File: config.mk
export PLATFORM = sky130hd
export DESIGN_NAME = gpio_port
export DESIGN_NICKNAME = d
export VERILOG_FILES = /design/src/rtl/gpio_port_pkg.sv /design/src/rtl/gpio_sync.sv /design/src/rtl/gpio_regs.sv /design/src/rtl/gpio_irq.sv /design/src/rtl/gpio_port.sv
export SDC_FILE = /design/constraint.sdc
export NUM_CORES = 1
export LEC_CHECK = 0
export ABC_AREA = 1
export BUFFER_PORTS_ARGS = -buffer_cell sky130_fd_sc_hd__buf_2
export CAP_MARGIN = 20
export CORE_MARGIN = 8
export CORE_UTILIZATION = 30
export CTS_BUF_LIST = sky130_fd_sc_hd__clkbuf_16
export DETAILED_ROUTE_END_ITERATION = 8
export GPL_TIMING_DRIVEN = 0
export SYNTH_ARGS = -nofsm -noshare
export SYNTH_HDL_FRONTEND = slang
export SYNTH_SLANG_ARGS = --single-unit
File: constraint.sdc
create_clock -name clk -period 1 [get_ports clk]
set_input_delay 0.05 -clock clk [delete_from_list [all_inputs] [get_ports clk]]
set_output_delay 0.05 -clock clk [all_outputs]
set_load 0.01 [all_outputs]
File: src/rtl/gpio_port_pkg.sv
package gpio_port_pkg;

    localparam int ADDR_W = 4;

    typedef enum logic [ADDR_W-1:0] {
        REG_DIR   = 4'd0,
        REG_OUT   = 4'd1,
        REG_SET   = 4'd2,
        REG_CLR   = 4'd3,
        REG_PIN   = 4'd4,
        REG_IEN   = 4'd5,
        REG_ITYPE = 4'd6,
        REG_IPOL  = 4'd7,
        REG_IMASK = 4'd8,
        REG_IPEND = 4'd9
    } reg_addr_e;

endpackage

File: src/rtl/gpio_sync.sv
module gpio_sync #(
    parameter int W      = 32,
    parameter int STAGES = 2
) (
    input  logic         clk,
    input  logic         rst_n,
    input  logic [W-1:0] pad_in,
    output logic [W-1:0] lvl,
    output logic [W-1:0] prev
);
    localparam int DEPTH = STAGES + 1;

    logic [DEPTH-1:0][W-1:0] pipe_d, pipe_q;

    always_comb begin
        pipe_d[0] = pad_in;
        for (int i = 1; i < DEPTH; i++) begin
            pipe_d[i] = pipe_q[i-1];
        end
    end

    always_ff @(posedge clk or negedge rst_n) begin
        if (!rst_n) pipe_q <= '0;
        else        pipe_q <= pipe_d;
    end

    assign lvl  = pipe_q[STAGES-1];
    assign prev = pipe_q[STAGES];

endmodule

File: src/rtl/gpio_regs.sv
module gpio_regs
    import gpio_port_pkg::*;
#(
    parameter int W = 32
) (
    input  logic              clk,
    input  logic              rst_n,
    input  logic              bus_sel,
    input  logic              bus_wr,
    input  logic [ADDR_W-1:0] bus_addr,
    input  logic [W-1:0]      bus_wdata,
    output logic [W-1:0]      bus_rdata,
    input  logic [W-1:0]      pin_lvl,
    input  logic [W-1:0]      pend,
    output logic [W-1:0]      dir,
    output logic [W-1:0]      dout,
    output logic [W-1:0]      ien,
    output logic [W-1:0]      itype,
    output logic [W-1:0]      ipol,
    output logic [W-1:0]      imask,
    output logic [W-1:0]      pend_clr
);
    typedef struct packed {
        logic [W-1:0] dir;
        logic [W-1:0] dout;
        logic [W-1:0] ien;
        logic [W-1:0] itype;
        logic [W-1:0] ipol;
        logic [W-1:0] imask;
    } regs_t;

    regs_t st_d, st_q;
    logic  wr_en;

    assign wr_en = bus_sel & bus_wr;

    always_comb begin
        st_d     = st_q;
        pend_clr = '0;
        if (wr_en) begin
            case (bus_addr)
                REG_DIR:   st_d.dir   = bus_wdata;
                REG_OUT:   st_d.dout  = bus_wdata;
                REG_SET:   st_d.dout  = st_q.dout | bus_wdata;
                REG_CLR:   st_d.dout  = st_q.dout & ~bus_wdata;
                REG_IEN:   st_d.ien   = bus_wdata;
                REG_ITYPE: st_d.itype = bus_wdata;
                REG_IPOL:  st_d.ipol  = bus_wdata;
                REG_IMASK: st_d.imask = bus_wdata;
                REG_IPEND: pend_clr   = bus_wdata;
                default:   ;
            endcase
        end
    end

    always_comb begin
        case (bus_addr)
            REG_DIR:   bus_rdata = st_q.dir;
            REG_OUT:   bus_rdata = st_q.dout;
            REG_PIN:   bus_rdata = pin_lvl;
            REG_IEN:   bus_rdata = st_q.ien;
            REG_ITYPE: bus_rdata = st_q.itype;
            REG_IPOL:  bus_rdata = st_q.ipol;
            REG_IMASK: bus_rdata = st_q.imask;
            REG_IPEND: bus_rdata = pend;
            default:   bus_rdata = '0;
        endcase
    end

    always_ff @(posedge clk or negedge rst_n) begin
        if (!rst_n) begin
            st_q       <= '0;
            st_q.dir   <= '1;
        end else begin
            st_q <= st_d;
        end
    end

    assign dir   = st_q.dir;
    assign dout  = st_q.dout;
    assign ien   = st_q.ien;
    assign itype = st_q.itype;
    assign ipol  = st_q.ipol;
    assign imask = st_q.imask;

endmodule

File: src/rtl/gpio_irq.sv
module gpio_irq #(
    parameter int W = 32
) (
    input  logic         clk,
    input  logic         rst_n,
    input  logic [W-1:0] lvl,
    input  logic [W-1:0] prev,
    input  logic [W-1:0] ien,
    input  logic [W-1:0] itype,
    input  logic [W-1:0] ipol,
    input  logic [W-1:0] pend_clr,
    output logic [W-1:0] pend
);
    logic [W-1:0] pend_d, pend_q;
    logic [W-1:0] rise, fall, edge_hit, level_hit;

    always_comb begin
        rise      = lvl & ~prev;
        fall      = ~lvl & prev;
        edge_hit  = (rise & ipol) | (fall & ~ipol);
        level_hit = ~(lvl ^ ipol);
        for (int i = 0; i < W; i++) begin
            if (itype[i]) begin
                pend_d[i] = ien[i] & level_hit[i];
            end else begin
                // a fresh capture wins over a clear in the same cycle
                pend_d[i] = (pend_q[i] & ~pend_clr[i]) | (ien[i] & edge_hit[i]);
            end
        end
    end

    always_ff @(posedge clk or negedge rst_n) begin
        if (!rst_n) pend_q <= '0;
        else        pend_q <= pend_d;
    end

    assign pend = pend_q;

endmodule

File: src/rtl/gpio_port.sv
module gpio_port
    import gpio_port_pkg::*;
#(
    parameter int W           = 32,
    parameter int SYNC_STAGES = 2
) (
    input  logic              clk,
    input  logic              rst_n,
    input  logic              bus_sel,
    input  logic              bus_wr,
    input  logic [ADDR_W-1:0] bus_addr,
    input  logic [W-1:0]      bus_wdata,
    output logic [W-1:0]      bus_rdata,
    input  logic [W-1:0]      pad_in,
    output logic [W-1:0]      pad_out,
    output logic [W-1:0]      pad_oe,
    output logic              irq
);
    logic [W-1:0] lvl_w, prev_w, pend_w, pend_clr_w;
    logic [W-1:0] dir_w, dout_w, ien_w, itype_w, ipol_w, imask_w;

    gpio_sync #(.W(W), .STAGES(SYNC_STAGES)) u_sync (
        .clk    (clk),
        .rst_n  (rst_n),
        .pad_in (pad_in),
        .lvl    (lvl_w),
        .prev   (prev_w)
    );

    gpio_regs #(.W(W)) u_regs (
        .clk       (clk),
        .rst_n     (rst_n),
        .bus_sel   (bus_sel),
        .bus_wr    (bus_wr),
        .bus_addr  (bus_addr),
        .bus_wdata (bus_wdata),
        .bus_rdata (bus_rdata),
        .pin_lvl   (lvl_w),
        .pend      (pend_w),
        .dir       (dir_w),
        .dout      (dout_w),
        .ien       (ien_w),
        .itype     (itype_w),
        .ipol      (ipol_w),
        .imask     (imask_w),
        .pend_clr  (pend_clr_w)
    );

    gpio_irq #(.W(W)) u_irq (
        .clk      (clk),
        .rst_n    (rst_n),
        .lvl      (lvl_w),
        .prev     (prev_w),
        .ien      (ien_w),
        .itype    (itype_w),
        .ipol     (ipol_w),
        .pend_clr (pend_clr_w),
        .pend     (pend_w)
    );

    assign pad_out = dout_w;
    assign pad_oe  = ~dir_w;
    assign irq     = |(pend_w & ien_w & imask_w);

endmodule

# After elaboration in Yosys (flattened, before gate mapping)
# Index checks and enable logic that the tools add are counted.
[totals]
regBits = 320
inputBits = 72
output_inout_bits = 97
elab_cells = 241
[op_classes]
eq_ne = 9
n_mux = 36
n_bitwise = 177
n_reduce_logical = 9
[ops]
columns = ["op", "n"]
rows = [
  ["$pmux W32 S8", 1],
  ["$and A32 B32 Y32", 7],
  ["$not A32 Y32", 6],
  ["$and A1 B1 Y1", 97],
  ["$pmux W32 S3", 1],
  ["$mux W32", 2],
  ["$or A32 B32 Y32", 2],
  ["$mux W1", 32],
  ["$not A1 Y1", 32],
  ["$or A1 B1 Y1", 32],
  ["$reduce_or A32 Y1", 1],
  ["$xor A32 B32 Y32", 1],
  ["$eq A4 B3 Y1 const B", 4],
  ["$reduce_and A2 Y1", 6],
  ["$eq A4 B2 Y1 const B", 2],
  ["$eq A4 B4 Y1 const B", 2],
  ["$eq A4 B1 Y1 const B", 1],
  ["$logic_not A4 Y1", 1],
  ["$reduce_bool A3 Y1", 1],
]

# Longest topological paths before layout
[depth]
depth_word = 7
depth_mapped = 8

# Cells and area by module
# A second synthesis with hierarchy kept.
[hier_totals]
cells_unflattened = 2158
area_unflattened_um2 = 16161.8
[modules_own_cells]
columns = ["module", "instances", "cells_per_inst", "area_per_inst_um2", "seq_area_each_um2"]
rows = [
  ["gpio_regs", 1, 1423, 10239.8, 4844.6],
  ["gpio_irq", 1, 512, 2882.8, 800.8],
  ["gpio_sync", 1, 128, 2642.5, 2402.3],
  ["gpio_port", 1, 95, 396.6, 0.0],
]

# Worst setup path after synthesis
# OpenSTA, ideal clock, no wires.
[synth_path]
path_type = "input to register"
from = "input bus_sel"
to = "register u_regs.st_q (netlist bit u_regs.itype[22])"
setup_ns = 0.131
arrival_ns = 0.898
slack_ns = -0.029
cell_stages = 7
path_buffers = 2
cell_sequence = "nand2_1 inv_1 buf_2 nand3_2 clkbuf_1 nand2_1 o21ai_0"
[synth_between]
elab_chain_len = 2
[synth_lines]
columns = ["element", "line_no", "source"]
rows = [
  ["start: declaration", "gpio_port.sv:9", "input logic bus_sel,"],
  ["$and A1 B1 Y1", "gpio_regs.sv:35", "assign wr_en = bus_sel & bus_wr;"],
  ["$reduce_and A2 Y1 (no line)", "n/a", ""],
  ["end signal: assignment", "gpio_regs.sv:75", "st_q <= st_d;"],
  ["end: declaration", "gpio_regs.sv:32", "regs_t st_d, st_q;"],
]
# No other way between the ends.
# A chain may end at the register's enable or synchronous reset.

# Worst setup path in the final report
[layout_path]
from = "register u_irq.pend_q[5], in the netlist u_irq.pend[5]"
to = "output irq"
[layout_between]
elab_chain_len = 3
[layout_lines]
columns = ["element", "line_no", "source"]
rows = [
  ["start: declaration", "gpio_irq.sv:14", "logic [W-1:0] pend_d, pend_q;"],
  ["start signal: assignment", "gpio_irq.sv:34", "else pend_q <= pend_d;"],
  ["$and A32 B32 Y32 (2 in a row)", "gpio_port.sv:63", "assign irq = |(pend_w & ien_w & imask_w);"],
  ["$reduce_or A32 Y1", "gpio_port.sv:63", ""],
  ["end: declaration", "gpio_port.sv:17", "output logic irq"],
]
# No other way between the ends.

==> flow_summary.json <==
{
  "final_util": 0.427,
  "grt_first_pass_wirelength_mm": 81.7,
  "ctsHoldBuffers": 66,
  "p_comb_frac": 0.227,
  "cp.arrival_ps": 1710,
  "first_pass_iters": 9,
  "p_sw_frac": 0.304,
  "final-max-slew-violation-count": 0,
  "drt_iter0_drc": 1422,
  "dr_total_vias": 14100,
  "worstPathMaxFanout": 3,
  "crit_type": "reg -> out",
  "slowest_delay_ps": 430,
  "clkPwrFrac": 0.330,
  "cp-start-kind": "flop",
  "cts_sinks": 320,
  "finalNonFillerCells": 2743,
  "chipHeight_um": 233,
  "clock_latency_ps": 530,
  "crit_family": "simple AND/OR/NAND/NOR gates",
  "r2r_start": "u_regs.itype[11]",
  "reg2reg_depth": 8,
  "rsz0062_at_grt": "true",
  "power_frac_seq": 0.442,
  "fin_ws_ps": -758,
  "finalHoldViolCount": 93,
  "ys_async_sr_fraction": 1.00,
  "ant_nets": 0,
  "syn_inst": 1713,
  "ys_seq_elements": 320,
  "antenna_found_initial": 4,
  "clk_pin_slew_ps": 60,
  "grt_overflow": 0,
  "synth.area.top_cells": "dfrtp_1 51%, nand2_1 15%, nand3_1 6.8%, dfstp_2 5.9%, o21ai_1 4.8%",
  "io_buffers": 168,
  "n_fill_cell": 4593,
  "critPathBufInv": 1,
  "synth_top_cell_by_area": "dfrtp_1",
  "synth.cell_area_mm2": 0.0142,
  "ir_drop_uv": 1210,
  "vias_per_cell": 5.14,
  "numCtsBuffers": 36,
  "final_cell_mix": "519 x nand2_1, 280 x dfrtp_1, 159 x nand3_1",
  "synthFlopType": "dfrtp_1",
  "cp_data_required_time_ps": 950,
  "p_leak_nw": 9.69,
  "synth_area_per_cell_um2": 8.28,
  "clock_path_buffers": 3,
  "dp_hpwl_mm": 36.6,
  "row_count": 79,
  "worstSetupEndpointType": "output port",
  "layout-drive-gt1-share": 0.309,
  "period_needed_ps": 1760,
  "routed_wl_mm": 54.8,
  "dp.cells": 2490,
  "max_clock_freq_ghz": 0.569,
  "num_io_pins": 169,
  "tightest_slew_ps": 853,
  "power_density_mw_per_mm2": 1950,
  "synth-seq-area-share": 0.567,
  "place_congestion": 0.892,
  "grt_pass1_vias": 14100,
  "cts_tree": "done",
  "seq_area_mm2": 0.00806,
  "grtUsageTotal": 0.195,
  "stdcell_area_mm2": 0.0199,
  "drc": 0,
  "crit_chain": "nand3_2 > nand2_2 > nor2_2 > nand2_1 > nor2_2 > nand2_2 > buf_6",
  "dieWidth_um": 233,
  "synth_cell_types": 20,
  "reg2reg_slack_ps": -30,
  "coreArea_mm2": 0.0467,
  "wire_per_inst_um": 20.0,
  "r2r-end": "u_irq.pend[11]",
  "max_slew_margin": 0.432,
  "grt_max_degree": 110,
  "synth_top_area_frac": 0.508,
  "slowest_stage": "dfrtp_1",
  "initial_core_util": 0.304,
  "cap_violations": 0,
  "final_common_cell": "nand2_1",
  "nNetsFinal": 2181,
  "outcome": "complete, but fails checks",
  "clk_root_buffer_cell": "clkbuf_16",
  "violations": "hold timing, setup timing",
  "worst-path-stages": 7,
  "hold_ws_ps": -390,
  "area.growth.synth_to_final_pct": 40.5,
  "min_path_type": "in -> async",
  "die_area_mm2": 0.0545,
  "multi_input_area_mm2": 0.00588,
  "setup_viol": 101,
  "synth_warnings": 0,
  "fin_skew_ps": 11.4,
  "htree_levels": 2,
  "synth_edf_count": 0,
  "synth.net_count": 1785,
  "fin_crit_sh": 1.76,
  "p_sw_w": 0.0118,
  "intPower_w": 0.0271,
  "post_dp_cell_area_mm2": 0.0159
}
-- synth_stat cells (5+ instances only) --
library cell and n:
nand2_1 571, clkbuf_1 24, buf_4 7, inv_1 97, inv_2 6, nand3_1 193, o21ai_0 121, nor2_2 5
dfrtp_1 288, o21ai_1 135, nor2_1 108, nand4_1 32, o31ai_1 32, dfstp_2 32, buf_2 48, buf_1 5
-- layer usage --
layer / up-vias / track usage / share of wire
met5: - / 0 / 0.00075
met2: 747 / 0.304 / 0.45
li1: 6417 / - / -
met4: 6 / 0.0751 / 0.035
met1: 6799 / 0.259 / 0.42
met3: 141 / 0.0493 / 0.097
-- cell families (layout without fill, tap and decap cells) --
group,after synthesis,in the layout,synth area share
AO/OA/AOI/OAI,288,288,0.107
AND/OR/NAND/NOR,918,918,0.270
buffers and inverters,187,609,0.0556
other,0,1,0
flip-flops,320,320,0.567
-- sequential cells by signal (all words and copies together) (netlist names) --
register / flops
u_regs.ipol: 32
u_regs.ien: 32
u_sync.pipe_d: 32
u_regs.dir: 32
u_regs.itype: 32
u_sync.prev: 32
u_irq.pend: 32
u_regs.dout: 32
u_sync.lvl: 32
u_regs.imask: 32
-- through the flow --
step	setup slack (ps)	power, W	TNS, ps
after floorplan	8.05	0.0201	0
after global placement	-6330	0.0226	-2071300
after detailed placement	-774	0.0229	-177970
after CTS	-723	0.0378	-33240
after global routing	-789	0.0408	-35810
final	-758	0.0390	-31950
-- what timing repair did --
item	in CTS	in global routing
endpoints found under the hold margin	348	93
pin swaps	74	89
setup buffers	85	62
setup endpoints to repair	139	235
gates resized for setup	198	256
-- cell type report --
class | instances | area share
sequential | 320 | 0.404
multi-input combinational | 1206 | 0.295
timing repair buffer | 358 | 0.158
clock buffer | 37 | 0.0464
tap | 607 | 0.0381
buffer | 84 | 0.0277
inverter | 103 | 0.0205
clock inverter | 27 | 0.00991
antenna | 1 | 0.000126
-- worst max path at each step --
stage / endpoint / start / slack, ps
2_1_floorplan: u_regs.itype[22] / bus_sel / 8
3_3_place_gp: u_regs.dout[2] / rst_n / -6330
3_5_place_dp: bus_rdata[12] / bus_addr[3] / -770
4_1_cts: irq / u_irq.pend[14] / -720
5_1_grt: irq / u_irq.pend[5] / -790
6_report: irq / u_irq.pend[5] / -760
-- power by group through the flow --
stage          clock [W]  sequential, W  combinational (W)
2_1_floorplan          0         0.0169            0.00314
3_5_place_dp           0         0.0174            0.00550
5_1_grt           0.0136         0.0175            0.00970
6_report          0.0129         0.0172            0.00886
4_1_cts           0.0131         0.0170            0.00762
3_3_place_gp           0         0.0173            0.00529
No activity file was read; power rests on OpenSTA's default activity.
